--- config.mk ---
export PLATFORM = sky130hd
export DESIGN_NAME = stby_gate
export DESIGN_NICKNAME = d
export VERILOG_FILES = /design/src/rtl/stby_gate_pkg.sv /design/src/rtl/stby_seq.sv /design/src/rtl/stby_therm.sv /design/src/rtl/stby_gate.sv
export SDC_FILE = /design/constraint.sdc
export NUM_CORES = 1
export LEC_CHECK = 0
export ABC_AREA = 1
export BUFFER_PORTS_ARGS = -buffer_cell sky130_fd_sc_hd__clkbuf_2
export CAP_MARGIN = 40
export CORE_MARGIN = 1
export CORE_UTILIZATION = 50
export CTS_CLUSTER_DIAMETER = 120
export DETAILED_ROUTE_END_ITERATION = 16
export MAX_ROUTING_LAYER = met4
export PLACE_DENSITY = 0.79
export SYNTH_ARGS = -nofsm -noshare
export SYNTH_HDL_FRONTEND = slang
export SYNTH_SLANG_ARGS = --single-unit
--- constraint.sdc ---
create_clock -name clk -period 2.8 [get_ports clk]
set_clock_uncertainty 0.2 [all_clocks]
set_input_delay 0.7 -clock clk [delete_from_list [all_inputs] [get_ports clk]]
set_output_delay 0.7 -clock clk [all_outputs]
set_load 0.01 [all_outputs]
--- src/rtl/stby_gate_pkg.sv ---
package stby_gate_pkg;

    typedef enum logic [1:0] {
        PH_RUN    = 2'd0,
        PH_SLEEP  = 2'd1,
        PH_SETTLE = 2'd2
    } phase_e;

    typedef struct packed {
        logic sleep;
        logic wake_pulse;
        logic run;
    } seq_out_t;

    function automatic int unsigned cnt_bits(int unsigned a, int unsigned b);
        int unsigned m;
        m = (a > b) ? a : b;
        return $clog2(m + 1);
    endfunction

endpackage

--- src/rtl/stby_seq.sv ---
module stby_seq
    import stby_gate_pkg::*;
#(
    parameter int unsigned IDLE_TICKS   = 125000,
    parameter int unsigned SETTLE_TICKS = 25000
) (
    input  logic     clk,
    input  logic     rst,
    input  logic     cmd_a,
    input  logic     cmd_b,
    output seq_out_t so
);
    localparam int unsigned CW = cnt_bits(IDLE_TICKS, SETTLE_TICKS);
    localparam logic [CW-1:0] IDLE_LIM   = CW'(IDLE_TICKS);
    localparam logic [CW-1:0] SETTLE_LIM = CW'(SETTLE_TICKS - 1);

    phase_e        phase_q;
    logic [CW-1:0] cnt_q;
    logic          pulse_q;
    logic          both_low;

    assign both_low = !cmd_a && !cmd_b;

    always_ff @(posedge clk) begin
        if (rst) begin
            phase_q <= PH_RUN;
            cnt_q   <= '0;
            pulse_q <= 1'b0;
        end else begin
            pulse_q <= 1'b0;
            unique case (phase_q)
                PH_RUN: begin
                    if (!both_low) begin
                        cnt_q <= '0;
                    end else if (cnt_q == IDLE_LIM) begin
                        phase_q <= PH_SLEEP;
                        cnt_q   <= '0;
                    end else begin
                        cnt_q <= cnt_q + 1'b1;
                    end
                end
                PH_SLEEP: begin
                    if (!both_low) begin
                        phase_q <= PH_SETTLE;
                        cnt_q   <= '0;
                        pulse_q <= 1'b1;
                    end
                end
                PH_SETTLE: begin
                    if (cnt_q == SETTLE_LIM) begin
                        phase_q <= PH_RUN;
                        cnt_q   <= '0;
                    end else begin
                        cnt_q <= cnt_q + 1'b1;
                    end
                end
                default: begin
                    phase_q <= PH_RUN;
                    cnt_q   <= '0;
                end
            endcase
        end
    end

    assign so.sleep      = (phase_q == PH_SLEEP);
    assign so.wake_pulse = pulse_q;
    assign so.run        = (phase_q == PH_RUN);

    p_sleep_entry_r2: assert property (@(posedge clk) disable iff (rst)
        $rose(so.sleep) |-> $past(!cmd_a && !cmd_b));

    p_wake_exit_r5: assert property (@(posedge clk) disable iff (rst)
        (so.sleep && (cmd_a || cmd_b)) |=> (!so.sleep && so.wake_pulse));

    p_pulse_width_r6: assert property (@(posedge clk) disable iff (rst)
        so.wake_pulse |=> !so.wake_pulse);

    p_one_phase_r10: assert property (@(posedge clk) disable iff (rst)
        $onehot0({so.sleep, so.run}));

endmodule

--- src/rtl/stby_therm.sv ---
module stby_therm (
    input  logic clk,
    input  logic rst,
    input  logic ot_flag,
    input  logic ot_cool,
    output logic hot_lock
);
    always_ff @(posedge clk) begin
        if (rst) begin
            hot_lock <= 1'b0;
        end else if (ot_flag) begin
            hot_lock <= 1'b1;
        end else if (ot_cool) begin
            hot_lock <= 1'b0;
        end
    end

    p_hold_until_cool_r9: assert property (@(posedge clk) disable iff (rst)
        (hot_lock && !ot_flag && !ot_cool) |=> hot_lock);

    p_set_on_hot_r9: assert property (@(posedge clk) disable iff (rst)
        ot_flag |=> hot_lock);

endmodule

--- src/rtl/stby_gate.sv ---
module stby_gate
    import stby_gate_pkg::*;
#(
    parameter int unsigned IDLE_TICKS   = 125000,
    parameter int unsigned SETTLE_TICKS = 25000
) (
    input  logic clk,
    input  logic rst,
    input  logic cmd_a,
    input  logic cmd_b,
    input  logic uv_flag,
    input  logic ot_flag,
    input  logic ot_cool,
    output logic standby_req,
    output logic wake_clr,
    output logic bridge_ready,
    output logic force_hiz
);
    seq_out_t seq;
    logic     hot_lock;
    logic     prot_off;

    stby_seq #(
        .IDLE_TICKS  (IDLE_TICKS),
        .SETTLE_TICKS(SETTLE_TICKS)
    ) seq_i (
        .clk  (clk),
        .rst  (rst),
        .cmd_a(cmd_a),
        .cmd_b(cmd_b),
        .so   (seq)
    );

    stby_therm therm_i (
        .clk     (clk),
        .rst     (rst),
        .ot_flag (ot_flag),
        .ot_cool (ot_cool),
        .hot_lock(hot_lock)
    );

    assign prot_off     = uv_flag || ot_flag || hot_lock;
    assign standby_req  = seq.sleep;
    assign wake_clr     = seq.wake_pulse;
    assign bridge_ready = seq.run && !prot_off;
    assign force_hiz    = !bridge_ready || (!cmd_a && !cmd_b);

    p_sleep_not_ready_r10: assert property (@(posedge clk) disable iff (rst)
        !(standby_req && bridge_ready));

    p_uv_blocks_r8: assert property (@(posedge clk) disable iff (rst)
        uv_flag |-> (force_hiz && !bridge_ready));

    p_idle_coasts_r4: assert property (@(posedge clk) disable iff (rst)
        (!cmd_a && !cmd_b) |-> force_hiz);

    p_wake_not_ready_r7: assert property (@(posedge clk) disable iff (rst)
        wake_clr |-> !bridge_ready);

endmodule

==> results_tabular.tex <==
\begin{tabular}{lr}
\hline
Metric & Value \\
\hline
\multicolumn{2}{l}{\textbf{Status}} \\
\quad Outcome & complete, no violations \\
\multicolumn{2}{l}{\textbf{Synthesis}} \\
\quad Mean area per synthesized cell & 6.02 µm² \\
\quad Cells after Synth & 264 \\
\quad Number of flip-flops and latches in the synthesized netlist & 21 \\
\quad Part of the Yosys area used for sequential elements & 0.264 \\
\quad Count of synthesis-stage warnings from yosys & 0 \\
\quad Syn\_nets & 273 \\
\quad Distinct cells, synth & 24 \\
\quad Post-synthesis instance area & between 0.0015 and 0.002 mm² \\
\multicolumn{2}{l}{\textbf{Critical path}} \\
\quad CP Max Fanout & 11 \\
\quad Worst setup path end & force\_hiz \\
\quad Launching element of the worst setup path & seq\_i.phase\_q[0] \\
\quad Nature of the critical path endpoint & output pin \\
\quad Reg2Reg Launch Point & seq\_i.cnt\_q[0] \\
\quad Required time worst endpoint & about 1900 ps \\
\quad Longest individual stage delay on the worst path & 390 ps \\
\quad Kind of critical path & register to output pin \\
\quad Cell type of the slowest stage on the worst timing path & sky130\_fd\_sc\_hd\_\_dfxtp\_1 \\
\quad Reg2Reg Setup Slack & $\sim$950 ps \\
\quad Kind of launch point of the worst setup path & register \\
\quad Chain of cells forming the critical path & nor2\_1, buf\_4, inv\_1, nor4\_1, nand2\_1, clkbuf\_2 \\
\quad Data arrival time of the critical path & 1510 ps \\
\quad Count of cells along the worst register-to-register path & 10 \\
\quad Endpoint of the most critical register-to-register path & seq\_i.cnt\_q[0] \\
\multicolumn{2}{l}{\textbf{Final layout}} \\
\quad \# nets final & 283 \\
\quad Post-layout instance count excluding filler cells & 317 \\
\quad Final Instance Area & about 0.0017 mm² \\
\quad Antenna diodes & 0 \\
\quad Layout Area Growth over Synthesis & 6.22\% \\
\quad Layout cells sized above 1 & 0.158 \\
\quad Core utilization of the finished layout & 0.558 \\
\multicolumn{2}{l}{\textbf{Clocking}} \\
\quad CTS clock-pin slew for the worst setup and hold paths & around 140 ps \\
\quad Hold-fix buffers at CTS & 0 \\
\quad Insertion delay of the later-clocked pin in the worst-skew pair & $\sim$330 ps \\
\quad TritonCTS clock tree & yes \\
\quad CTS root buf & sky130\_fd\_sc\_hd\_\_clkbuf\_4 \\
\quad Inserted Clock Buffers & 3 \\
\quad Gates resized, CTS repair & 0 \\
\quad CTS Sinks & 21 \\
\quad Maximum buffer depth of the clock tree & 2 \\
\quad Buffers inserted by post-CTS timing repair & 0 \\
\quad Maximum level of the CTS H-tree & 1 \\
\multicolumn{2}{l}{\textbf{Power}} \\
\quad Static leakage power & between 0.7 and 0.8 nW \\
\quad Max IR drop VDD & 184 µV \\
\quad Total power & just under 0.5 mW \\
\quad Cell area power density & a little under 300 mW/mm² \\
\multicolumn{2}{l}{\textbf{Route}} \\
\quad Sum of routed wire length over all layers & 3460 µm \\
\quad Total number of vias & 1561 \\
\quad Number of design rule violations left after detail routing & 0 \\
\quad Wire length per cell after detailed routing & about 11 µm \\
\quad Routed Antenna Nets & 0 \\
\quad Number of violations reported at the end of detailed-routing iteration 0 & 65 \\
\quad Initial DRT Pass Iterations & 6 \\
\quad Detailed-route vias per instance & between 4 and 5 \\
\multicolumn{2}{l}{\textbf{Floorplan}} \\
\quad Y dimension of the die & slightly below 60 µm \\
\quad Placement row count & 20 \\
\quad Width of the chip & about 58 µm \\
\quad Placeable core region & 0.00303 mm² \\
\quad Full die area & about 0.0034 mm² \\
\quad Number of top-level design ports & 11 \\
\quad Initial Utilization & 0.525 \\
\multicolumn{2}{l}{\textbf{Placement}} \\
\quad \# port buffers & 10 \\
\quad Standard cell area after detailed placement & between 0.0015 and 0.002 mm² \\
\quad Cell count after placement & approximately 310 \\
\quad Setup slack after placement & between 500 and 600 ps \\
\quad Final weighted congestion in routability-driven placement & approximately 0.93 \\
\quad Detail Placement HPWL & 2740 µm \\
\multicolumn{2}{l}{\textbf{STA}} \\
\quad RSZ-0062 raised after global routing & no \\
\quad Headroom to the max-slew limit & 0.736 \\
\quad Number of pins with negative max-slew slack in the final report & 0 \\
\quad Setup violation total in the final timing report & 0 \\
\quad Fmax achieved & just over 400 MHz \\
\quad Final worst-path setup slack & just under 400 ps \\
\quad Sum Neg Setup Slack & 0 ps \\
\quad Min Clock Period, post-route & $\sim$2400 ps \\
\quad Transition at the pin with the smallest max-transition slack & slightly below 400 ps \\
\quad Final Hold Slack & between 300 and 400 ps \\
\quad Final clock period utilization by the worst path & 0.859 \\
\quad Number of hold violations in the final report & 0 \\
\multicolumn{2}{l}{\textbf{GRT}} \\
\quad Met1 capacity usage during global routing & 0.310 \\
\quad Number of antenna violations at the first check in global routing & 0 \\
\quad Maximum number of pins on one net before global-route repair & 17 \\
\quad Number of global-route vias before repair & between 1k and 1.5k \\
\quad Wire length of the first global-routing pass & 6010 µm \\
\quad Met2 track utilization from global routing & 0.356 \\
\quad Met3 capacity usage during global routing & 0.0396 \\
\quad Layer carrying the most global-route usage & met2 \\
\quad GRT Util Overall & 0.236 \\
\quad Global-route congestion overflow total & 0 \\
\multicolumn{2}{l}{\textbf{Worst hold path}} \\
\quad Min-delay worst type & register to register \\
\quad Launch instance of the worst min-delay path & seq\_i.cnt\_q[13] \\
\multicolumn{2}{l}{\textbf{Run}} \\
\quad Max-cap violation count & 0 \\
\hline
\end{tabular}
cell usage after synthesis, drive strengths merged:
cell,instances,share of area
nand4,7,0.028
nand2,85,0.22
nor2,47,0.15
o211ai,1,0.0047
nand3b,1,0.0047
dfxtp,21,0.26
nor4,1,0.0039
clkbuf,1,0.0024
inv,41,0.097
nand3,30,0.10
buf,5,0.024
ha,2,0.016
nor3,2,0.0063
o21ai,6,0.019
a21oi,13,0.050
xor2,1,0.0055
worst min path at each step:
| stage | end | slack, ps | cells past startpoint |
|---|---|---|---|
| 2_1_floorplan | therm_i.hot_lock | 260 | 2 |
| 3_3_place_gp | therm_i.hot_lock | 280 | 2 |
| 3_5_place_dp | therm_i.hot_lock | 280 | 2 |
| 4_1_cts | seq_i.cnt_q[13] | 310 | 2 |
| 5_1_grt | seq_i.cnt_q[13] | 330 | 2 |
| 6_report | seq_i.cnt_q[13] | 310 | 2 |
layout by cell type, fill, tap and decap left out, drive strengths merged, types with 2 or more instances in the layout:
master and count:
a21oi 13, clkbuf 13, dfxtp 21, ha 2
inv 41, nand2 85, nand3 30, nand4 7
nor2 47, nor3 2, o21ai 6
power breakdown:
group	internal, mW	leakage [nW]	switching (mW)
clock network	0.0537	0.0177	0.107
registers	0.301	0.170	0.00235
logic	0.00883	0.548	0.0187
total	0.364	0.735	0.128
worst max-delay path: cells and delay by family, from the launching register on:
kind          cells  cell delay (ps)
buf+inv           3              360
flops             1              390
simple gates      3              430
layout make-up:
cell class | instances | area [µm²]
clock buffer | 3 | 22.5
clock inverter | 1 | 5.00
inverter | 41 | 154
fill | 310 | 1340
tap | 44 | 55.1
timing repair buffer | 11 | 57.6
sequential | 21 | 420
multi-input combinational | 196 | 975
state kept, by name, summed over array words and instances, names as in the netlist:
name,count
seq_i.pulse_q,1
therm_i.hot_lock,1
seq_i.cnt_q,17
seq_i.phase_q,2
cells by family (layout without fill, tap and decap cells):
group | count (synthesis) | in the layout | share of synthesized area
buffers and inverters | 47 | 56 | 0.123
flip-flops | 21 | 21 | 0.264
AND/OR/NAND/NOR | 173 | 173 | 0.518
AO/OA/AOI/OAI | 20 | 20 | 0.0740
adder cells (fa/ha/maj) | 2 | 2 | 0.0157
XOR/XNOR | 1 | 1 | 0.00551
metal layers:
layer  routed length (µm)  vias to the layer above
li1                     -                      842
met1                 1710                      681
met2                 1550                       31
met3                  137                        7
met4                   61                        0
met5                    0                        -
(Power assumes the default switching activity.)
